File: src/rtl/synth_cfg_pkg.sv
package synth_cfg_pkg;
    localparam int M_W     = 9;
    localparam int N_W     = 2;
    localparam int T_W     = 2;
    localparam int NULL_W  = 1;
    localparam int FRAME_W = T_W + NULL_W + N_W + M_W;
    localparam int RATIO_W = 1 << N_W;

    typedef enum logic [T_W-1:0] {
        TSEL_LOW   = 2'd0,
        TSEL_SDATA = 2'd1,
        TSEL_FB    = 2'd2,
        TSEL_SYNTH = 2'd3
    } tsel_e;

    typedef struct packed {
        logic [T_W-1:0] t;
        logic [N_W-1:0] n;
        logic [M_W-1:0] m;
    } div_cfg_t;

    typedef struct packed {
        logic           mr;
        logic           par_n;
        logic           sload;
        logic           sclk;
        logic           sdata;
        logic           fb;
        logic           synth;
        logic [M_W-1:0] m;
        logic [N_W-1:0] n;
    } pin_bus_t;

    function automatic div_cfg_t frame_to_cfg(input logic [FRAME_W-1:0] f);
        div_cfg_t c;
        c.t = f[FRAME_W-1 -: T_W];
        c.n = f[M_W +: N_W];
        c.m = f[M_W-1:0];
        return c;
    endfunction

    function automatic logic [RATIO_W-1:0] ratio_onehot(input logic [N_W-1:0] n);
        return RATIO_W'(1) << n;
    endfunction
endpackage

File: src/rtl/pin_sync.sv
module pin_sync #(
    parameter int           W       = 1,
    parameter logic [W-1:0] RST_VAL = '0
) (
    input  logic         clk,
    input  logic         rst,
    input  logic [W-1:0] d,
    output logic [W-1:0] q
);
    logic [W-1:0] stage1;

    always_ff @(posedge clk) begin
        if (rst) begin
            stage1 <= RST_VAL;
            q      <= RST_VAL;
        end else begin
            stage1 <= d;
            q      <= stage1;
        end
    end
endmodule

File: src/rtl/edge_det.sv
module edge_det #(
    parameter int           W       = 1,
    parameter logic [W-1:0] RST_VAL = '0
) (
    input  logic         clk,
    input  logic         rst,
    input  logic [W-1:0] sig,
    output logic [W-1:0] rise,
    output logic [W-1:0] fall
);
    logic [W-1:0] prev;

    always_ff @(posedge clk) begin
        if (rst) prev <= RST_VAL;
        else     prev <= sig;
    end

    for (genvar i = 0; i < W; i++) begin : g_bit
        assign rise[i] = sig[i] & ~prev[i];
        assign fall[i] = ~sig[i] & prev[i];
    end
endmodule

File: src/rtl/frame_shifter.sv
module frame_shifter #(
    parameter int W = 14
) (
    input  logic         clk,
    input  logic         rst,
    input  logic         en,
    input  logic         din,
    output logic [W-1:0] q,
    output logic [W-1:0] q_next
);
    assign q_next = {q[W-2:0], din};

    always_ff @(posedge clk) begin
        if (rst)     q <= '0;
        else if (en) q <= q_next;
    end

    // the frame moves only on a qualified serial clock edge
    assert_frame_idle_R1: assert property (@(posedge clk) disable iff (rst)
        !en |=> $stable(q));
endmodule

File: src/rtl/synth_div_cfg.sv
module synth_div_cfg
    import synth_cfg_pkg::*;
#(
    parameter int M_RESET = 20,
    parameter int M_LO    = 10,
    parameter int M_HI    = 28
) (
    input  logic               clk,
    input  logic               rst,
    input  logic               mr,
    input  logic               par_load_n,
    input  logic [M_W-1:0]     m_pins,
    input  logic [N_W-1:0]     n_pins,
    input  logic               ser_clk,
    input  logic               ser_data,
    input  logic               ser_load,
    input  logic               fb_div_in,
    input  logic               synth_clk_in,
    output logic [M_W-1:0]     m_val,
    output logic [N_W-1:0]     n_code,
    output logic [T_W-1:0]     t_sel,
    output logic [RATIO_W-1:0] div_ratio,
    output logic               div_clear,
    output logic               m_out_of_range,
    output logic               test_out
);
    localparam int       PIN_W    = $bits(pin_bus_t);
    localparam pin_bus_t PIN_IDLE = '{mr: 1'b0, par_n: 1'b1, sload: 1'b0, sclk: 1'b0,
                                      sdata: 1'b0, fb: 1'b0, synth: 1'b0,
                                      m: '0, n: '0};
    localparam div_cfg_t CFG_RST  = '{t: '0, n: '0, m: M_W'(M_RESET)};

    pin_bus_t          raw_pins, syn;
    logic [PIN_W-1:0]  syn_vec;
    logic [2:0]        strobe_rise, strobe_fall;
    logic              par_rise, ld_rise, sclk_rise;
    logic              shift_en;
    logic [FRAME_W-1:0] frame_q, frame_next;
    div_cfg_t          cfg;

    assign raw_pins = '{mr: mr, par_n: par_load_n, sload: ser_load, sclk: ser_clk,
                        sdata: ser_data, fb: fb_div_in, synth: synth_clk_in,
                        m: m_pins, n: n_pins};

    pin_sync #(.W(PIN_W), .RST_VAL(PIN_IDLE)) u_sync (
        .clk(clk), .rst(rst), .d(raw_pins), .q(syn_vec)
    );
    assign syn = pin_bus_t'(syn_vec);

    edge_det #(.W(3), .RST_VAL(3'b100)) u_edges (
        .clk(clk), .rst(rst),
        .sig({syn.par_n, syn.sload, syn.sclk}),
        .rise(strobe_rise), .fall(strobe_fall)
    );
    assign par_rise  = strobe_rise[2];
    assign ld_rise   = strobe_rise[1];
    assign sclk_rise = strobe_rise[0];

    assign shift_en = syn.par_n & sclk_rise;

    frame_shifter #(.W(FRAME_W)) u_shift (
        .clk(clk), .rst(rst), .en(shift_en), .din(syn.sdata),
        .q(frame_q), .q_next(frame_next)
    );

    // Parallel strobe low wins; serial transfer edge next; then transparent mode.
    always_ff @(posedge clk) begin
        if (rst) begin
            cfg <= CFG_RST;
        end else if (!syn.par_n) begin
            cfg.m <= syn.m;
            cfg.n <= syn.n;
        end else if (ld_rise) begin
            cfg <= frame_to_cfg(frame_q);
        end else if (syn.sload && shift_en) begin
            cfg <= frame_to_cfg(frame_next);
        end
    end

    always_comb begin
        test_out = 1'b0;
        if (syn.par_n) begin
            case (tsel_e'(cfg.t))
                TSEL_LOW:   test_out = 1'b0;
                TSEL_SDATA: test_out = syn.sdata;
                TSEL_FB:    test_out = syn.fb;
                TSEL_SYNTH: test_out = syn.synth;
                default:    test_out = 1'b0;
            endcase
        end
    end

    assign m_val          = cfg.m;
    assign n_code         = cfg.n;
    assign t_sel          = cfg.t;
    assign div_ratio      = ratio_onehot(cfg.n);
    assign div_clear      = syn.mr;
    assign m_out_of_range = (cfg.m < M_W'(M_LO)) || (cfg.m > M_W'(M_HI));

    assert_par_follow_R5: assert property (@(posedge clk) disable iff (rst)
        !syn.par_n |=> (m_val == $past(syn.m)) && (n_code == $past(syn.n)));

    assert_serial_xfer_R2: assert property (@(posedge clk) disable iff (rst)
        (syn.par_n && ld_rise) |=> cfg == $past(frame_to_cfg(frame_q)));

    assert_transparent_R3: assert property (@(posedge clk) disable iff (rst)
        (syn.par_n && !ld_rise && syn.sload && shift_en) |=> m_val == $past(frame_next[M_W-1:0]));

    assert_hold_R4: assert property (@(posedge clk) disable iff (rst)
        (syn.par_n && !ld_rise && !(syn.sload && sclk_rise)) |=> $stable(cfg));

    assert_latch_R5: assert property (@(posedge clk) disable iff (rst)
        (par_rise && !ld_rise && !syn.sload) |=> $stable(cfg));

    assert_ratio_R8: assert property (@(posedge clk) disable iff (rst)
        $onehot0(div_ratio) && (div_ratio != '0));
endmodule

File: config.mk
export PLATFORM = sky130hd
export DESIGN_NAME = synth_div_cfg
export DESIGN_NICKNAME = d
export VERILOG_FILES = /design/src/rtl/synth_cfg_pkg.sv /design/src/rtl/pin_sync.sv /design/src/rtl/edge_det.sv /design/src/rtl/frame_shifter.sv /design/src/rtl/synth_div_cfg.sv
export SDC_FILE = /design/constraint.sdc
export NUM_CORES = 1
export LEC_CHECK = 0
export ABC_CLOCK_PERIOD_IN_PS = 1660
export BUFFER_PORTS_ARGS = -buffer_cell sky130_fd_sc_hd__buf_2
export CAP_MARGIN = 20
export CELL_PAD_IN_SITES_DETAIL_PLACEMENT = 1
export CELL_PAD_IN_SITES_GLOBAL_PLACEMENT = 1
export CORE_MARGIN = 4
export CORE_UTILIZATION = 30
export CTS_CLUSTER_DIAMETER = 150
export DETAILED_ROUTE_END_ITERATION = 10
export GPL_TIMING_DRIVEN = 0
export PLACE_DENSITY_LB_ADDON = 0.1
export SETUP_SLACK_MARGIN = 0.3
export SLEW_MARGIN = 5
export SYNTH_ARGS = -nofsm -noshare
export SYNTH_HDL_FRONTEND = slang
export SYNTH_SLANG_ARGS = --single-unit
export TNS_END_PERCENT = 50
File: constraint.sdc
create_clock -name clk -period 1.66 [get_ports clk]
set_input_delay 0.083 -clock clk [delete_from_list [all_inputs] [get_ports clk]]
set_output_delay 0.083 -clock clk [all_outputs]
set_load 0.05 [all_outputs]
==> impl_metrics.toml <==
[critical_path]
cp.arrival_ns = 1.33
rr_startpoint = "u_sync.q[15]"
crit_path_end_kind = "output pin"
reg2reg_to = "m_val[4]"
critPathMaxFanout = 2
crit_required_ns = 1.58
r2r_slack_ns = 0.28
rr_worst_depth = 5
slowest_delay_ns = 0.35
critical-path-slowest-cell = "dfxtp_2"
path_cells = "mux2_4 -> a21oi_2 -> nor2_2 -> buf_6"
start_kind = "register"
worstSetupPathType = "register to output pin"

[finish]
final_common_cell = "dfxtp_1"
drive_above_1_share_pct = 30.9
final_nets = 326
antennaDiodeCount = 0
area_growth_pct = 37.4
final_cell_mix = "dfxtp_1, buf_2, nor2b_1"

[synth]
synth-seq-area-share_pct = 56.2
synth_area_leaders = "dfxtp_1, nor2b_1, nand2_1"
yosysTopAreaCellShare_pct = 56.2
syn-num-nets = 252
syn_inst = 232
yosys.area.top_type = "dfxtp_1"
yosys_warnings = 0
synth.cell_area_mm2 = 0.00232
yosysUniqueCellTypes = 29
synth.avg_cell_area_um2 = 9.98
ys_ff_latch = 65

[routing]
routedWlPerCell_um = 12.6
drt_first_pass_iters = 4
num_vias = 1783
drtAntennaViolNets = 0
viasPerCell = 4.35
drc = 0
routed_wl_mm = 5.16
drt-initial-drc-count = 40

[clock_network]
path_clk_slew_ns = 0.08
cts_made_buffers = 9
clk_latency_ns = 0.34
cts_max_path_buffers = 2
clockRootBuffer = "clkbuf_8"
tritoncts = "done"
htree_levels = 3
cts.sink_count = 65

[sta]
worst_clock_skew_ns = 0.00761
worst_slew_pin_slew_ns = 0.509
rsz0062_at_grt = "yes"
setup_tns_ns = 0
hold_viol = 0
fin_hold_ws_ns = 0.267
drv_slew = 0
period_needed_ns = 1.41
setup_viol = 0
maxSlewHeadroom_pct = 66.0
period_share_pct = 85.0
fmax_mhz = 709

[floorplan]
initial_core_util_pct = 31.4
die_area_mm2 = 0.00919
ios = 40
die_w_um = 95.9
core_area_mm2 = 0.00737
row_count = 31
fp.dieH_um = 95.9

[placed_design]
gp_congestion = 0.735
dp_hpwl_mm = 3.60
io_buffers = 39

[global_route]
gr-total-overflow = 0
grt_max_degree = 13
grt_pass1_vias = 1701
antenna_found_initial = 0
grt_pass1_wl_mm = 8.56
grt_usage_pct = 12.6

[hold_path]
hp-start = "rst"
min_path_cells = 3
min-delay-path-class = "input port to register"
worstHoldEndpoint = "u_sync.q[9]"

[power]
power_density_mw_per_mm2 = 1090
p_leak_uw = 0.00128
finalPower_uw = 3450
max-vdd-ir-drop_v = 0.000510

[job]
cap_violations = 0

[outcome]
outcome = "finished, final reports clean"
## power breakdown
part	internal (uW)	switching (uW)
clock	891	624
sequential	1610	25.2
combinational	134	169
## flip-flops by register name, indices dropped and copies added (netlist names)
signal and flops:
m_val 9, t_sel 2, n_code 2, u_sync.q 18
u_shift.q 14, u_edges.prev 2, u_sync.stage1 18
## Yosys cell counts, drive strengths merged
cell and n:
a21oi 24, and2b 1, or2 2, dfxtp 65, mux2i 11, and2 2, o22ai 1, o211ai 1
nor4 1, nand2 35, o2111ai 1, o21a 1, o211a 1, a221oi 2, mux2 3, buf 8
a211oi 2, a22o 9, inv 2, clkbuf 5, nor2 15, nor2b 40
## kinds of logic (layout without fill, tap and decap cells)
logic type | count (synthesis) | in the layout | synth area share, %
buffers and inverters | 15 | 94 | 3.73
AOI/OAI and AO/OA | 42 | 42 | 12.5
muxes | 14 | 14 | 6.54
and+or+nand+nor | 96 | 96 | 21.0
DFF | 65 | 65 | 56.2
## what timing repair did
action | CTS | global route
hold buffers | 18 | 0
pin swaps | 5 | 0
setup buffers | 6 | 0
resized for setup | 17 | 9
endpoints found under the setup margin | 24 | 25
endpoints found under the hold margin | 18 | 0
## worst max-delay path by stage
| stage | depth (start not counted) | to | slack, ns | startpoint |
|---|---|---|---|---|
| floorplan | 1 | div_ratio[1] | 0.12 | n_code[0] |
| global placement | 6 | m_val[0] | 0.20 | u_sync.q[15] |
| detailed placement | 6 | m_val[0] | 0.18 | u_sync.q[15] |
| CTS | 4 | test_out | 0.22 | t_sel[0] |
| global route | 4 | test_out | 0.20 | t_sel[0] |
| finish | 4 | test_out | 0.25 | t_sel[0] |
## cell type report
class / count / area (um2)
fill: 860 / 4190
clock inverter: 6 / 90.1
clock buffer: 10 / 138
sequential: 65 / 1320
inverter: 2 / 7.51
tap: 99 / 124
multi-input combinational: 152 / 992
buffer: 13 / 83.8
timing repair buffer: 63 / 429
## critical path: cells and delay by family (launching register included)
| kind | cells | cell delay [ns] |
|---|---|---|
| flops | 1 | 0.35 |
| mux | 1 | 0.30 |
| simple gates | 1 | 0.05 |
| compound gates | 1 | 0.14 |
| buf+inv | 1 | 0.15 |
## through the flow
stage | std cells | worst slack, ns | util, % | area [um2]
floorplan | 232 | 0.120 | - | 2330
global placement | 370 | 0.201 | 35.9 | 2650
detailed placement | 370 | 0.180 | 35.9 | 2650
CTS | 410 | 0.219 | 42.8 | 3150
global route | 410 | 0.204 | 43.2 | 3180
finish | 410 | 0.249 | 43.2 | 3180
## layer usage
layer / global-route usage [%] / share of wire, % / vias up
met5: 0 / 0 / -
met4: 7.82 / 2.2 / 0
met3: 2.81 / 4.0 / 12
met2: 18.6 / 44 / 39
met1: 16.7 / 50 / 814
li1: - / - / 918
Note: power is estimated with default switching activity, not from simulation.
